## src/rtl/pci_cfg_pkg.sv

```systemverilog
// Shared types for the configuration access translator.
// Assumes a 32-bit data path and the standard selector field layout.
package pci_cfg_pkg;

    // Where a host access is steered.
    typedef enum logic [2:0] {
        RT_PASS,      // ordinary I/O path
        RT_SEL_WR,    // 4-byte write of the selector
        RT_SEL_RD,    // 4-byte read of the selector
        RT_HOST,      // host's own configuration space
        RT_CFG,       // downstream configuration request
        RT_NODEV      // no IDSEL line: complete locally
    } route_t;

    // Sequencer states.
    typedef enum logic [1:0] {
        ST_IDLE,
        ST_WAIT,
        ST_DONE
    } state_t;

    // Stored selector fields (reserved and type bits are not kept).
    typedef struct packed {
        logic       en;
        logic [7:0] bus;
        logic [4:0] dev;
        logic [2:0] fn;
        logic [5:0] regno;
    } sel_t;

    localparam logic [1:0] TT_LOCAL  = 2'b00;
    localparam logic [1:0] TT_BRIDGE = 2'b01;

    // Read-back image of the selector with zeroed reserved/type bits.
    function automatic logic [31:0] sel_image(input sel_t s);
        return {s.en, 7'b0, s.bus, s.dev, s.fn, s.regno, 2'b00};
    endfunction

endpackage

```

## src/rtl/cfg_sel_reg.sv

```systemverilog
// Selector storage.
// Holds the enable, bus, device, function and register fields;
// assumes the caller strobes load only for a qualified 4-byte write.
module cfg_sel_reg
    import pci_cfg_pkg::*;
(
    input  logic clk,
    input  logic rst_n,
    input  logic load,
    input  sel_t d,
    output sel_t q
);

    // Capture a new selector value on a qualified write.
    always_ff @(posedge clk) begin
        if (!rst_n) begin
            q <= '0;
        end else if (load) begin
            q <= d;
        end
    end

endmodule

```

## src/rtl/cfg_route.sv

```systemverilog
// Access classifier and address-phase builder.
// Purely combinational. Assumes the IDSEL field ends at bit 31 and starts
// above bit 10, so the function/register bits pass through untouched.
module cfg_route
    import pci_cfg_pkg::*;
#(
    parameter int               ADDR_W   = 16,
    parameter logic [ADDR_W-1:0] SEL_PORT = 16'h0CF8,
    parameter logic [ADDR_W-1:0] WIN_PORT = 16'h0CFC,
    parameter int               IDSEL_LO = 11,
    parameter int               IDSEL_N  = 21
) (
    input  logic [ADDR_W-3:0] port_word,
    input  logic              wide,
    input  logic              write,
    input  sel_t              cur,
    output route_t            route,
    output logic              bridged,
    output logic [31:0]       ad
);

    localparam int IDSEL_HI = IDSEL_LO + IDSEL_N - 1;

    logic [IDSEL_N-1:0] idsel;
    logic               sel_hit;
    logic               win_hit;
    logic [31:0]        ad_local;
    logic [31:0]        ad_bridge;

    // One comparator per IDSEL line: device g+1 drives line g.
    for (genvar g = 0; g < IDSEL_N; g++) begin : g_idsel
        assign idsel[g] = (cur.dev == 5'(g + 1));
    end

    assign sel_hit = (port_word == SEL_PORT[ADDR_W-1:2]);
    assign win_hit = (port_word == WIN_PORT[ADDR_W-1:2]);

    // Assemble the local-bus address phase.
    always_comb begin
        ad_local = '0;
        ad_local[IDSEL_HI:IDSEL_LO] = idsel;
        ad_local[10:2] = {cur.fn, cur.regno};
        ad_local[1:0]  = TT_LOCAL;
    end

    // Assemble the bridged address phase.
    assign ad_bridge = {8'h00, cur.bus, cur.dev, cur.fn, cur.regno, TT_BRIDGE};

    // Decide where the access goes.
    always_comb begin
        route   = RT_PASS;
        bridged = (cur.bus != 8'h00);
        if (sel_hit) begin
            if (wide) begin
                route = write ? RT_SEL_WR : RT_SEL_RD;
            end
        end else if (win_hit && cur.en) begin
            if (bridged) begin
                route = RT_CFG;
            end else if (cur.dev == 5'd0) begin
                route = RT_HOST;
            end else if (|idsel) begin
                route = RT_CFG;
            end else begin
                route = RT_NODEV;
            end
        end
    end

    assign ad = bridged ? ad_bridge : ad_local;

endmodule

```

## src/rtl/cfg_lanes.sv

```systemverilog
// Byte-lane steering for the data window.
// Turns offset and size into byte enables, places write data on lanes
// and aligns read data down. Assumes 4-byte accesses start at lane 0.
module cfg_lanes #(
    parameter int DATA_W = 32
) (
    input  logic [$clog2(DATA_W/8)-1:0] off,
    input  logic [1:0]                  size,
    input  logic [DATA_W-1:0]           wdata_in,
    input  logic [DATA_W-1:0]           rdata_in,
    output logic [DATA_W/8-1:0]         be,
    output logic [DATA_W-1:0]           wdata_out,
    output logic [DATA_W-1:0]           rdata_out
);

    localparam int LANES = DATA_W / 8;
    localparam int OFF_W = $clog2(LANES);

    logic [OFF_W-1:0]  eoff;
    logic [OFF_W:0]    nlanes;
    logic [DATA_W-1:0] wshift;
    logic [DATA_W-1:0] rshift;

    // Effective offset and lane count from the access size.
    always_comb begin
        eoff = size[1] ? '0 : off;
        case (size)
            2'b00:   nlanes = (OFF_W + 1)'(1);
            2'b01:   nlanes = (OFF_W + 1)'(2);
            default: nlanes = (OFF_W + 1)'(LANES);
        endcase
    end

    assign wshift = wdata_in << {eoff, 3'b000};
    assign rshift = rdata_in >> {eoff, 3'b000};

    // Per-lane enable and data masking.
    for (genvar g = 0; g < LANES; g++) begin : g_lane
        localparam logic [OFF_W:0] IDX = (OFF_W + 1)'(g);
        assign be[g] = (IDX >= {1'b0, eoff}) && ((IDX - {1'b0, eoff}) < nlanes);
        assign wdata_out[8*g +: 8] = be[g] ? wshift[8*g +: 8] : 8'h00;
        assign rdata_out[8*g +: 8] = (IDX < nlanes) ? rshift[8*g +: 8] : 8'h00;
    end

endmodule

```

## src/rtl/pci_cfg_xlat.sv

```systemverilog
// Configuration access translator top.
// Decodes the selector port and data window, issues one downstream
// configuration request at a time and completes local accesses itself.
// Assumes the host holds h_req and its qualifiers until h_ready.
module pci_cfg_xlat
    import pci_cfg_pkg::*;
#(
    parameter int               ADDR_W   = 16,
    parameter logic [ADDR_W-1:0] SEL_PORT = 16'h0CF8,
    parameter logic [ADDR_W-1:0] WIN_PORT = 16'h0CFC,
    parameter int               IDSEL_LO = 11,
    parameter int               IDSEL_N  = 21
) (
    input  logic              clk,
    input  logic              rst_n,
    input  logic              h_req,
    input  logic [ADDR_W-1:0] h_addr,
    input  logic [1:0]        h_size,
    input  logic              h_write,
    input  logic [31:0]       h_wdata,
    output logic [31:0]       h_rdata,
    output logic              h_ready,
    output logic              h_passthru,
    output logic              h_int_sel,
    output logic              ds_valid,
    input  logic              ds_ready,
    output logic [31:0]       ds_ad,
    output logic [1:0]        ds_cmd,
    output logic [3:0]        ds_be,
    output logic [31:0]       ds_wdata,
    input  logic [31:0]       ds_rdata
);

    localparam int DATA_W = 32;
    localparam int LANES  = DATA_W / 8;

    state_t            state;
    sel_t              cur;
    sel_t              sel_d;
    route_t            route;
    logic              bridged;
    logic [31:0]       ad;
    logic [LANES-1:0]  be;
    logic [DATA_W-1:0] wlane;
    logic [DATA_W-1:0] ralign;
    logic              sel_load;

    assign sel_d = '{en: h_wdata[31], bus: h_wdata[23:16], dev: h_wdata[15:11],
                     fn: h_wdata[10:8], regno: h_wdata[7:2]};
    assign sel_load = (state == ST_IDLE) && h_req && (route == RT_SEL_WR);

    cfg_sel_reg u_sel (
        .clk  (clk),
        .rst_n(rst_n),
        .load (sel_load),
        .d    (sel_d),
        .q    (cur)
    );

    cfg_route #(
        .ADDR_W  (ADDR_W),
        .SEL_PORT(SEL_PORT),
        .WIN_PORT(WIN_PORT),
        .IDSEL_LO(IDSEL_LO),
        .IDSEL_N (IDSEL_N)
    ) u_route (
        .port_word(h_addr[ADDR_W-1:2]),
        .wide     (h_size[1]),
        .write    (h_write),
        .cur      (cur),
        .route    (route),
        .bridged  (bridged),
        .ad       (ad)
    );

    cfg_lanes #(
        .DATA_W(DATA_W)
    ) u_lanes (
        .off      (h_addr[1:0]),
        .size     (h_size),
        .wdata_in (h_wdata),
        .rdata_in (ds_rdata),
        .be       (be),
        .wdata_out(wlane),
        .rdata_out(ralign)
    );

    // Flags for accesses another agent completes.
    assign h_passthru = h_req && (route == RT_PASS);
    assign h_int_sel  = h_req && (route == RT_HOST);

    // Sequencer: local completion, downstream request, completion pulse.
    always_ff @(posedge clk) begin
        if (!rst_n) begin
            state    <= ST_IDLE;
            h_ready  <= 1'b0;
            h_rdata  <= '0;
            ds_valid <= 1'b0;
            ds_ad    <= '0;
            ds_cmd   <= '0;
            ds_be    <= '0;
            ds_wdata <= '0;
        end else begin
            case (state)
                ST_IDLE: begin
                    h_ready <= 1'b0;
                    if (h_req) begin
                        case (route)
                            RT_SEL_WR: begin
                                h_ready <= 1'b1;
                                state   <= ST_DONE;
                            end
                            RT_SEL_RD: begin
                                h_rdata <= sel_image(cur);
                                h_ready <= 1'b1;
                                state   <= ST_DONE;
                            end
                            RT_NODEV: begin
                                if (!h_write) begin
                                    h_rdata <= '1;
                                end
                                h_ready <= 1'b1;
                                state   <= ST_DONE;
                            end
                            RT_CFG: begin
                                ds_valid <= 1'b1;
                                ds_ad    <= ad;
                                ds_cmd   <= {bridged, h_write};
                                ds_be    <= be;
                                ds_wdata <= wlane;
                                state    <= ST_WAIT;
                            end
                            default: ;
                        endcase
                    end
                end
                ST_WAIT: begin
                    if (ds_ready) begin
                        ds_valid <= 1'b0;
                        if (!h_write) begin
                            h_rdata <= ralign;
                        end
                        h_ready <= 1'b1;
                        state   <= ST_DONE;
                    end
                end
                default: begin
                    h_ready <= 1'b0;
                    state   <= ST_IDLE;
                end
            endcase
        end
    end

endmodule

```

## config.mk

```make
export PLATFORM = sky130hd
export DESIGN_NAME = pci_cfg_xlat
export DESIGN_NICKNAME = d
export VERILOG_FILES = /design/src/rtl/pci_cfg_pkg.sv /design/src/rtl/cfg_sel_reg.sv /design/src/rtl/cfg_route.sv /design/src/rtl/cfg_lanes.sv /design/src/rtl/pci_cfg_xlat.sv
export SDC_FILE = /design/constraint.sdc
export NUM_CORES = 1
export LEC_CHECK = 0
export ABC_CLOCK_PERIOD_IN_PS = 3700
export BUFFER_PORTS_ARGS = -buffer_cell sky130_fd_sc_hd__buf_2
export CORE_UTILIZATION = 45
export CTS_BUF_LIST = sky130_fd_sc_hd__clkbuf_4
export DETAILED_ROUTE_END_ITERATION = 6
export PLACE_DENSITY = 0.74
export SETUP_SLACK_MARGIN = 0.4
export SYNTH_ARGS = -nofsm -noshare
export SYNTH_HDL_FRONTEND = slang
export SYNTH_SLANG_ARGS = --single-unit
```

## constraint.sdc

```tcl
create_clock -name clk -period 3.7 [get_ports clk]
set_clock_uncertainty 0.1 [all_clocks]
set_input_delay 0.185 -clock clk [delete_from_list [all_inputs] [get_ports clk]]
set_output_delay 0.185 -clock clk [all_outputs]
set_load 0.1 [all_outputs]
```

## Word-level counts from Yosys, hierarchy flattened

Index checks and enable logic that the tools add are counted.

| operators by class | value |
|---|---|
| add/subtract/negate cells | 4 |
| order comparisons | 11 |
| eq/ne operators | 37 |
| shift-type cells | 2 |
| muxes and demuxes | 36 |
| reductions and logical operators | 20 |

Operators with widths:

| operator | count |
|---|---|
| 2-to-1 mux 32 bit | 5 |
| case mux 32 bit (2 select lines) | 2 |
| 2-to-1 mux 8 bit | 8 |
| equality test 5 x 4 -> 1 bit, second input constant | 8 |
| left shift 32 x 5 -> 32 bit | 1 |
| right shift 32 x 5 -> 32 bit | 1 |
| equality test 5 bit, second input constant | 6 |
| equality test 14 x 10 -> 1 bit, second input constant | 2 |
| OR reduction 21 bit | 1 |
| equality test 5 x 3 -> 1 bit, second input constant | 4 |
| 2-to-1 mux 3 bit | 5 |
| less-than comparator 3 bit | 4 |
| equality test 5 x 2 -> 1 bit, second input constant | 2 |
| logical AND 1 bit | 8 |
| 2-to-1 mux 2 bit | 4 |
| case mux 2 bit (2 select lines) | 2 |
| nonzero test 8 bit | 1 |
| 2-to-1 mux 1 bit | 7 |
| equality test 3 x 2 -> 1 bit, second input constant | 2 |
| equality test 3 bit, second input constant | 2 |
| less-than comparator 1 x 3 -> 1 bit, first input constant | 2 |
| less-than comparator 2 x 3 -> 1 bit, first input constant | 2 |
| inequality test 2 bit, second input constant | 3 |
| case mux 3 bit (2 select lines) | 1 |
| other kinds (20) | 27 |

| word-level totals | value |
|---|---|
| register bits after elaboration | 129 |
| bits of input ports | 87 |
| output and inout port bits | 106 |
| logic and storage cells | 123 |

## Longest topological paths before layout

Gate-level depths: netlist of the first run.

| logic depth | value |
|---|---|
| word-level depth | 12 |
| gate-level depth with buffers | 12 |

## Hierarchy

A second synthesis of the first run with hierarchy kept.

| second synthesis, totals | value |
|---|---|
| cell total of the unflattened synthesis | 865 |
| area total of the unflattened synthesis | 7290.7 µm² |

Modules (own cells, without submodules):

| module | times used | cells an instance | area each (µm²) |
|---|---|---|---|
| pci_cfg_xlat | 1 | 484 | 4306.6 |
| cfg_lanes | 1 | 223 | 1581.5 |
| cfg_sel_reg | 1 | 74 | 893.4 |
| cfg_route | 1 | 84 | 509.2 |

## Least setup slack after synthesis of the first run

OpenSTA, ideal clock, no wires.

| timing | value |
|---|---|
| kind | input to register |
| start | input h_size[1] |
| end | register ds_wdata[16] |
| setup time | 70 ps |
| data arrival time | 2857 ps |
| data required time | 3530 ps |
| path slack | 672 ps |
| stages | 12 |
| cells stage by stage | nand2b_1 -> buf_2 -> clkbuf_1 -> clkbuf_1 -> ha_1 -> inv_1 -> ha_1 -> o31a_1 -> o21a_1 -> nor3_1 -> nand4_1 -> a21oi_1 |

| on the way | value |
|---|---|
| longest elaborated chain between the ends | 5 |
| elaborated cells on any way between the ends | 14 |
| classes of those cells | 1 x add/sub; 2 x order compare; 2 x eq/ne; 1 x shift; 5 x mux; 3 x reduce/logical |

RTL lines:

| element | line | RTL |
|---|---|---|
| start, declared | pci_cfg_xlat.sv:18 | `input logic [1:0] h_size,` |
| 2-to-1 mux 2 bit, or another cell as far along | cfg_lanes.sv:26 | `eoff = size[1] ? '0 : off;` |
| subtractor 2 x 2 -> 3 bit or case mux 3 bit (2 select lines) (tied branches) | cfg_lanes.sv:40, cfg_lanes.sv:27 |  |
| less-than comparator 3 bit | cfg_lanes.sv:40 | `assign be[g] = (IDX >= {1'b0, eoff}) && ((IDX - {1'b0, eoff}) < nlanes);` |
| logical AND 1 bit | cfg_lanes.sv:40 |  |
| 2-to-1 mux 8 bit | cfg_lanes.sv:41 | `assign wdata_out[8*g +: 8] = be[g] ? wshift[8*g +: 8] : 8'h00;` |
| end signal, assigned | pci_cfg_xlat.sv:130 | `ds_wdata <= wlane;` |
| end, declared | pci_cfg_xlat.sv:30 | `output logic [31:0] ds_wdata,` |

Several ways; a longest one is shown, not always the timed one.
A chain may end at the register's enable or synchronous reset.

## Worst setup path after layout of the first run

| timing | value |
|---|---|
| start | register u_sel.q[21] (netlist bit) |
| end | output h_int_sel |

| on the way | value |
|---|---|
| longest elaborated chain between the ends | 6 |

RTL lines:

| element | line | RTL |
|---|---|---|
| start, declared | cfg_sel_reg.sv:11 | `output sel_t q` |
| start signal, assigned | cfg_sel_reg.sv:17 | `q <= '0;` |
| start signal, assigned | cfg_sel_reg.sv:19 | `q <= d;` |
| nonzero test 8 bit | cfg_route.sv:52 | `bridged = (cur.bus != 8'h00);` |
| 2-to-1 mux 3 bit | cfg_route.sv:58 | `if (bridged) begin` |
| 2-to-1 mux 3 bit | cfg_route.sv:57 | `end else if (win_hit && cur.en) begin` |
| 2-to-1 mux 3 bit | cfg_route.sv:53 | `if (sel_hit) begin` |
| equality test 3 x 2 -> 1 bit | pci_cfg_xlat.sv:90 | `assign h_int_sel = h_req && (route == RT_HOST);` |
| logical AND 1 bit | pci_cfg_xlat.sv:90 |  |
| end, declared | pci_cfg_xlat.sv:24 | `output logic h_int_sel,` |

No other way between the ends.

==> results of run 1 <==
[flip-flops by register name, indices dropped and copies added, names as in the netlist]
signal    cells
h_rdata      32
ds_be         4
ds_cmd        1
ds_valid      1
ds_ad        31
ds_wdata     32
state         2
h_ready       1
u_sel.q      23
[worst max-delay path by stage]
stage,slack (ns),cells past startpoint,end,startpoint
finish,0.70,5,h_int_sel,u_sel.q[21]$_SDFFE_PN0P_
global placement,0.85,6,ds_ad[13]$_SDFFE_PN0P_,h_addr[12]
global route,0.49,5,h_int_sel,u_sel.q[21]$_SDFFE_PN0P_
CTS,0.56,5,h_int_sel,u_sel.q[21]$_SDFFE_PN0P_
detailed placement,0.79,6,ds_ad[13]$_SDFFE_PN0P_,h_addr[12]
floorplan,0.67,12,ds_wdata[16]$_SDFFE_PN0P_,h_size[1]
[repair_timing]
| item | 4_1_cts | 5_1_grt |
|---|---|---|
| endpoints found under the hold margin | 61 | 0 |
| gates resized for setup | 0 | 1 |
| setup endpoints to repair | 0 | 1 |
| hold buffers | 40 | 0 |
| buffers inserted | 0 | 0 |
[cell type report]
class,count,area [um^2],share of cell area
clock inverter,13,193,0.0229
multi-input combinational,552,3770,0.448
sequential,127,2540,0.302
clock buffer,19,143,0.0169
tap,184,230,0.0273
inverter,6,22.5,0.00267
antenna,1,2.50,0.000297
timing repair buffer,251,1520,0.180
[Yosys cell counts (4+ instances only)]
master,n
sky130_fd_sc_hd__nand2_1,53
sky130_fd_sc_hd__clkbuf_1,57
sky130_fd_sc_hd__nor4_1,6
sky130_fd_sc_hd__nand2b_1,6
sky130_fd_sc_hd__a211oi_1,11
sky130_fd_sc_hd__a21o_1,4
sky130_fd_sc_hd__a22oi_1,9
sky130_fd_sc_hd__o31ai_1,15
sky130_fd_sc_hd__nor2_1,48
sky130_fd_sc_hd__or3_1,6
sky130_fd_sc_hd__o21ai_0,68
sky130_fd_sc_hd__a221o_1,7
sky130_fd_sc_hd__o211a_1,7
sky130_fd_sc_hd__o21a_1,4
sky130_fd_sc_hd__nand3_1,25
sky130_fd_sc_hd__a31oi_1,15
sky130_fd_sc_hd__buf_1,7
sky130_fd_sc_hd__o221a_2,6
sky130_fd_sc_hd__nand3b_1,5
sky130_fd_sc_hd__nor2b_1,5
sky130_fd_sc_hd__buf_2,8
sky130_fd_sc_hd__and3_1,13
sky130_fd_sc_hd__a21oi_1,82
sky130_fd_sc_hd__nand4b_1,9
sky130_fd_sc_hd__nand4_1,22
sky130_fd_sc_hd__o2bb2ai_1,8
sky130_fd_sc_hd__mux2i_1,43
sky130_fd_sc_hd__ha_1,7
sky130_fd_sc_hd__dfxtp_1,127
sky130_fd_sc_hd__mux4_2,16
sky130_fd_sc_hd__nor3_1,8
[through the flow]
stage	power, uW	instance area, um^2
after floorplan	1560	6650
after global placement	1680	7680
after detailed placement	1680	7680
after CTS	2840	8420
after global routing	2940	8430
final	2850	8430
[per-layer routing]
metal | up-vias | GRT usage
met5 | - | 0
li1 | 3273 | -
met4 | 0 | 0.160
met2 | 393 | 0.454
met1 | 3309 | 0.402
met3 | 87 | 0.0618
[cells by family after synthesis]
family,count (synthesis),synth area share
flip-flops,127,0.382
other,1,0.000564
multiplexers,59,0.119
AO/OA/AOI/OAI,256,0.244
adder cells (fa/ha/maj),7,0.0132
buffers and inverters,84,0.0540
AND/OR/NAND/NOR,229,0.187
[power groups by stage]
stage / clock, uW / sequential (uW) / combinational [uW]
floorplan: 0 / 1400 / 166
global placement: 0 / 1400 / 283
detailed placement: 0 / 1400 / 284
CTS: 1160 / 1370 / 319
global route: 1220 / 1370 / 348
finish: 1150 / 1370 / 328
[worst min-delay path: cells and delay by family]
family	cells	cell delay [ns]
compound gates	2	0.32
buf+inv	1	0.10
mux	1	0.07
==> results summary, run 1 <==
The run finished with clean final reports. Synthesis inferred 127 register bits. The worst-margin pin slew is 1.22 ns. Broken down by cell family, the worst path's largest delay share belongs to simple AND/OR/NAND/NOR gates. STA classifies the critical path startpoint as a flip-flop. The final instance count without filler cells is 1153. The number of enable flip-flop cells after synthesis is 0. The clock passes through at most 2 buffers. The top-area cell type share of the netlist area came out at 0.382. The total count of max-transition violations in the final report was 0. The first global-routing pass estimated 34700 um of wire.

Yosys attributes the largest share of cell area to sky130_fd_sc_hd__dfxtp_1, sky130_fd_sc_hd__mux2i_1, sky130_fd_sc_hd__a21oi_1, sky130_fd_sc_hd__mux4_2, sky130_fd_sc_hd__o21ai_0. The number of hold violations in the final report was 0. The core utilization of the finished layout is 0.582. In the routed layout, each cell is associated on average with a via count of 6.12. The critical path is of the flip-flop to output port type.

The reg-to-reg setup timing slack came out at between 0.8 and 0.9 ns. Dividing total power by cell area gives a power density of ~340 nW/um^2. The worst hold path begins at ds_rdata[20].

The endpoint identified for the worst register-to-register timing path is ds_ad[18]$_SDFFE_PN0P_. The number of placed I/O pins came out at 193. CTS placed an instance of sky130_fd_sc_hd__clkbuf_4 at the clock tree root. The fraction of power spent switching nets is 0.256. The HPWL after detailed placement came out at 15500 um.

The core area came out at 14500 um^2. The routed design has roughly 23000 um of wire. The total met2 wirelength after detailed routing is 10400 um. The worst hold path stage count is 4. The shortest period the worst path allows came out at between 2 and 3 ns.

The smallest hold slack is 0.0114 ns. The initial utilization of the core area, before any placement, comes to 0.460. The worst endpoint required time came out at 3.41 ns.

The fraction of the yosys area taken by sequential cells came out at 0.382. The top fanout value on the critical path is 15. The H-tree was split into 4 levels. The number of buffers and inverters on the critical path is 1. The library cell used most frequently in the layout, excluding fill and tap cells, is sky130_fd_sc_hd__buf_2.

Setup violations remaining at the end of the flow were counted as 0. The amount of wire on met3 after detailed routing came out at 1790 um. The total negative slack is 0 ns.

The number of antenna violations at the first check in global routing is 1. Derived from the worst setup path, the maximum achievable clock frequency is 334 MHz. The total of warnings raised by yosys is 0. The arrival time of the worst setup path came out at about 2.7 ns. The cell count of the worst reg-to-reg path is 5. STA classifies the critical path endpoint as an output port. The post-layout worst setup margin came out at 0.704 ns. The clock buffer count from CTS is 17. The number of I/O port buffers is about 190. The synthesized instance count is 763. The number of inserted filler cells in the final layout came out at between 1000 and 1500.

Across every metal layer, demand over resource in global routing totals 0.300. The mapped cell area came out at between 6000 and 7000 um^2. The congestion estimate from routability-driven global placement came to 0.925. The total congestion overflow after global routing is 0. Internal power comes to around 2100 uW. Of the total power, the clock network draws 0.405.

After detailed routing, the wire length on met1 is between 9000 and 10000 um. Entering global routing, the biggest net connects 70 pins. The floorplan has 44 rows.

The analysis attributes to cell leakage a power of 0.00363 uW. The initial detailed-routing violation count came out at 895. TritonCTS built the clock tree. The switching power came out at 729 uW. The area overhead of the layout relative to synthesis came out at 26.6%. The path with the worst hold slack has its endpoint at h_rdata[20]$_SDFFE_PN0P_.

Of the available clock period, the critical path in the final layout requires 0.810. For this run, design rule violations remaining after detail routing come to 0. The launching point of the worst reg2reg path is u_sel.q[13]$_SDFFE_PN0P_.

The post-synthesis net count is 857. The share of final-layout standard cells stronger than drive strength 1 is 0.286. Prior to clock tree synthesis, the placed netlist has a worst setup slack of 0.793 ns. The via total after detailed routing is roughly 7000. Clock-pin slew was measured on the worst setup and hold paths at 0.12 ns. The clock net in this run drives a total of 127 sinks. In this run the worst hold path is classified as input port to flip-flop. The area of the die came out at 15300 um^2.

The proportion of register bits with asynchronous set or reset after synthesis is 0. The worst-case IR drop observed on VDD is a little under 200 uV. The via count of the first global-routing pass is approximately 6400.

The net count of the finished layout is roughly 1000. The max-capacitance violation count is 0. The signal on the critical path passes through nor4_2 -> nand2_1 -> nor2_1 -> and4_1 -> buf_2. The height of the die is 124 um.

The placed cell count came out at 1080. The library cell contributing the largest single delay on the critical path is sky130_fd_sc_hd__buf_2. The overall die width came out at 124 um. For this run, the slowest stage of the critical path takes between 0.4 and 0.5 ns. sky130_fd_sc_hd__dfxtp_1 takes more of the synthesized area than any other cell. The number of iterations in the first detailed-routing pass is 6.

The average wire per standard cell came out at 19.7 um. The remaining antenna violation count came out at 0. The library cells used most frequently in the layout, excluding fill and tap cells, are sky130_fd_sc_hd__buf_2, sky130_fd_sc_hd__dfxtp_1, sky130_fd_sc_hd__a21oi_1, sky130_fd_sc_hd__o21ai_0, sky130_fd_sc_hd__nand2_1. The number of distinct library cell variants in the gate-level netlist after synthesis came out at 67.

The per-instance average area after synthesis is between 8 and 9 um^2. In the synthesized netlist the dominant register cell turns out to be sky130_fd_sc_hd__dfxtp_1. The relative max-transition margin is 0.188. At the later pin of the worst-skew pair, clock insertion delay measures between 0.5 and 0.6 ns.

Setup repair after global routing left no endpoint under its margin. Of the total power, registers draw 0.480. Signal routing reaches up to met4. The share of total power dissipated in combinational logic is 0.115.
Power figures use the tool's default switching activity.
==> run 2: changes to the inputs <==
ABC_AREA = 1   (was not set)
ABC_CLOCK_PERIOD_IN_PS = 2450   (was 3700)
PLACE_DENSITY = 0.76   (was 0.74)
clock period = 2.45 ns   (was 3.7 ns; I/O delays follow)
==> results summary, run 2 <==
The flow ran to the end, but the final reports show violations. The checks that failed: design-rule violations, negative setup slack. The count of H-tree levels built during CTS is 4 (unchanged). The total congestion overflow after global routing came out at 0 (unchanged). The post-layout worst setup margin is -0.0492 ns (-0.754 ns). The total wire length is 25700 um (+13%). The met3 usage came to 0.0552 (-0.00661).

The mapped cell area came out at 6860 um^2 (+3.0%). The number of failing setup endpoints in the final timing report is 19 (+19). The remaining antenna violation count was 0 (unchanged). The synthesized instance count came out at 1087 (+42%). The total count of max-transition violations in the final report came out at 0 (unchanged). The register bit total from synthesis was 127 (unchanged). The ratio of total power to cell area is 411 nW/um^2 (+22%). The area of the die is 15700 um^2 (+3.0%). For this run, the top clock speed supported by timing is roughly 400 MHz. The overall fraction of global-route tracks in use is 0.302 (+0.00179).

The total power of the final layout came to 4080 uW (+43%). The initial detailed-routing violation count is 1099 (+23%). The post-synthesis net count came out at 1181 (+38%). The static leakage is 0.00491 uW (+36%).

The HPWL after detailed placement was 16000 um (+2.9%). The core area came out at 14700 um^2 (+1.5%). The top fanout value on the critical path came out at 7 (-8). The number of I/O port buffers came out at 191 (unchanged). The post-CTS clock slew at the launch and capture registers of the worst setup and hold paths is 0.11 ns (about the same).

Yosys attributes the largest share of cell area to sky130_fd_sc_hd__dfxtp_1, sky130_fd_sc_hd__nand2_1, sky130_fd_sc_hd__nor2_1, sky130_fd_sc_hd__a21oi_1, sky130_fd_sc_hd__nand3_1. The via total after detailed routing came out at 8541 (+21%). The via count of the first global-routing pass came out at 7708 (+20%). In the final layout, the registers with the most flip-flops are ds_wdata (32), h_rdata (32), ds_ad (31). The insertion delay of the later-clocked pin in the worst-skew pair came out at 0.56 ns (-0.02 ns). The DRC violation count after routing came to 9 (+9). The number of enable flip-flop cells after synthesis is 0 (unchanged). The shortest period the worst path allows is around 2.5 ns. The via-per-instance ratio is 5.46 (-11%).

The pin count of the biggest net entering global routing is 86 (+23%). By instance count, the leading cell after synthesis is sky130_fd_sc_hd__nand2_1. The total negative slack is -0.344 ns (-0.344 ns).

The number of hold violations in the final report is 0 (unchanged). The average wire per standard cell is 16.4 um (-17%). The number of antenna violations at the first check in global routing is 2 (+1).

The setup path with the least slack is of type flip-flop to flip-flop. The most area-hungry cell type in the Yosys netlist is sky130_fd_sc_hd__dfxtp_1. The worst-margin pin slew is 0.520 ns (-0.698 ns). The overall die width is 125 um (+1.5%). The global-route wire length before repair came out at 37700 um (+8.7%).

The clock tree root buffer cell is sky130_fd_sc_hd__clkbuf_4. The min-delay analysis places its worst path in the category input port to flip-flop. The buffer levels on the longest clock path came out at 2 (unchanged). Setup repair after global routing could not meet its margin everywhere.

The clock sink count came out at 127 (unchanged). The top-area cell type share of the netlist area is 0.371 (-0.0113). The number of iterations in the first detailed-routing pass was 7 (+1). The clock buffer count from CTS came to 17 (unchanged). STA classifies the critical path endpoint as a flip-flop. The share of final-layout standard cells stronger than drive strength 1 was 0.292 (+0.00608).

Of the available clock period, the critical path in the final layout requires 1.02. The height of the die came to 125 um (+1.5%). The total of warnings raised by yosys came to 0 (unchanged).

The relative max-transition margin is 0.656 (+0.467). The number of cell rows was 44 (unchanged). The routability congestion estimate from global placement came out at 0.961 (+3.9%). The worst endpoint required time was 2.82 ns (-0.59 ns). The arrival time of the worst setup path came out at 2.87 ns (+0.16 ns).

The fraction of the yosys area taken by sequential cells is 0.371 (-0.0113). The library cell used most frequently in the layout, excluding fill and tap cells, is sky130_fd_sc_hd__nand2_1. The top cell types in the final layout, fill and taps aside, are sky130_fd_sc_hd__nand2_1, sky130_fd_sc_hd__buf_2, sky130_fd_sc_hd__nor2_1, sky130_fd_sc_hd__dfxtp_1, sky130_fd_sc_hd__a21oi_1. TritonCTS built the clock tree. The per-instance average area after synthesis is 6.31 um^2 (-28%). The worst voltage drop across the vdd grid came to 349 uV (+79%). The worst setup path is launched from a flip-flop.

Among all flip-flop cells after synthesis, the most frequent one is sky130_fd_sc_hd__dfxtp_1. The area growth from synthesis to layout is 45.1%. The initial standard-cell utilization of the core is 0.466 (+0.00690).

The number of placed I/O pins is 193 (unchanged). The max-capacitance violation count came out at 0 (unchanged). The net count of the finished layout is 1460 (+39%).

The global routing stage identified its most utilized layer as met2. The number of distinct library cell variants in the gate-level netlist after synthesis came out at 38 (-43%). Ranked by instance count, the synthesized netlist is headed by sky130_fd_sc_hd__nand2_1, sky130_fd_sc_hd__nor2_1, sky130_fd_sc_hd__dfxtp_1.

The proportion of register bits with asynchronous set or reset after synthesis came out at 0 (unchanged). The met2 track utilization from global routing came out at 0.494 (+0.0400). The global-route met1 utilization was 0.381 (-0.0204).
==> run 2: cell types whose count changed in the layout (fill, tap and decap cells not counted), sizes merged, moves of 15 or more <==
cell and delta:
inv +78, nand3 +37, nand2 +277, nor2 +124
buf +54, mux2i -37, a21oi +31, dlygate4sd3 +18
mux4 -16, o31ai -15
==> run 2: final timing paths <==
kind	slack (ns)	cells past startpoint	endpoint	start
max	-0.05	16	h_rdata[29]$_SDFFE_PN0P_	u_sel.q[9]$_SDFFE_PN0P_
min	0.02	7	h_rdata[1]$_SDFFE_PN0P_	ds_rdata[9]
max reg2reg	-0.05	16	h_rdata[29]$_SDFFE_PN0P_	u_sel.q[9]$_SDFFE_PN0P_
min reg2reg	0.37	2	ds_be[0]$_SDFFE_PN0P_	ds_be[0]$_SDFFE_PN0P_
==> run 2: timing repair <==
action,4_1_cts,5_1_grt
endpoints found under the setup margin,103,106
gates resized for setup,48,59
setup buffers,26,10
cloned,3,12
pin swaps,16,42
hold buffers,58,0
endpoints found under the hold margin,89,0
==> run 2: power by group <==
part | internal [uW] | switching [uW]
Sequential | 2060 | 0.0120
Clock | 714 | 800
Combinational | 212 | 303
==> run 2: kinds of logic after synthesis <==
| group | Yosys count | synth area share |
|---|---|---|
| flip-flops | 127 | 0.371 |
| buffers and inverters | 157 | 0.0976 |
| AO/OA/AOI/OAI | 200 | 0.160 |
| multiplexers | 6 | 0.00876 |
| AND/OR/NAND/NOR | 589 | 0.350 |
| other | 1 | 0.000547 |
| adder cells (fa/ha/maj) | 7 | 0.0128 |
==> run 2: layer usage <==
layer	part of all wire	wire length (um)
met1	0.40	10300
met2	0.46	11900
met3	0.091	2330
met4	0.046	1180
met5	0	0
==> run 2: area by class of cell <==
type | count | area [um^2]
multi-input cells | 804 | 3990
clock inverters | 13 | 146
clock buffers | 19 | 143
diodes | 2 | 5.00
flip-flops and latches | 127 | 2570
well taps | 184 | 230
repair buffers | 330 | 2520
fillers | 1212 | 4750
inverters | 86 | 333
==> run 2: stage by stage <==
step	hold WS (ns)	utilization	setup slack, ns	area, um^2	instances
global route	0.0453	0.677	-0.205	9950	1565
floorplan	0.167	-	0.399	6980	1087
detailed placement	0.290	0.553	0.178	8130	1422
global placement	0.287	0.553	0.235	8130	1422
finish	0.0196	0.677	-0.0492	9950	1565
CTS	0.00216	0.641	0.163	9430	1541
==> run 2: worst max-delay path, cell delays in order, from the launching register on <==
cell	delay [ns]
sky130_fd_sc_hd__dfxtp_4	0.43
sky130_fd_sc_hd__nor2_4	0.07
sky130_fd_sc_hd__buf_4	0.13
sky130_fd_sc_hd__nand3_2	0.08
sky130_fd_sc_hd__nand2_1	0.06
sky130_fd_sc_hd__nor2_1	0.15
sky130_fd_sc_hd__nand2_1	0.07
sky130_fd_sc_hd__nor2_1	0.14
sky130_fd_sc_hd__nand2_2	0.12
sky130_fd_sc_hd__nand2_4	0.09
sky130_fd_sc_hd__buf_6	0.12
sky130_fd_sc_hd__nand3_1	0.07
sky130_fd_sc_hd__nand2_2	0.12
sky130_fd_sc_hd__nand3_4	0.21
sky130_fd_sc_hd__clkbuf_16	0.24
sky130_fd_sc_hd__nor2_1	0.12
sky130_fd_sc_hd__nor2_1	0.07
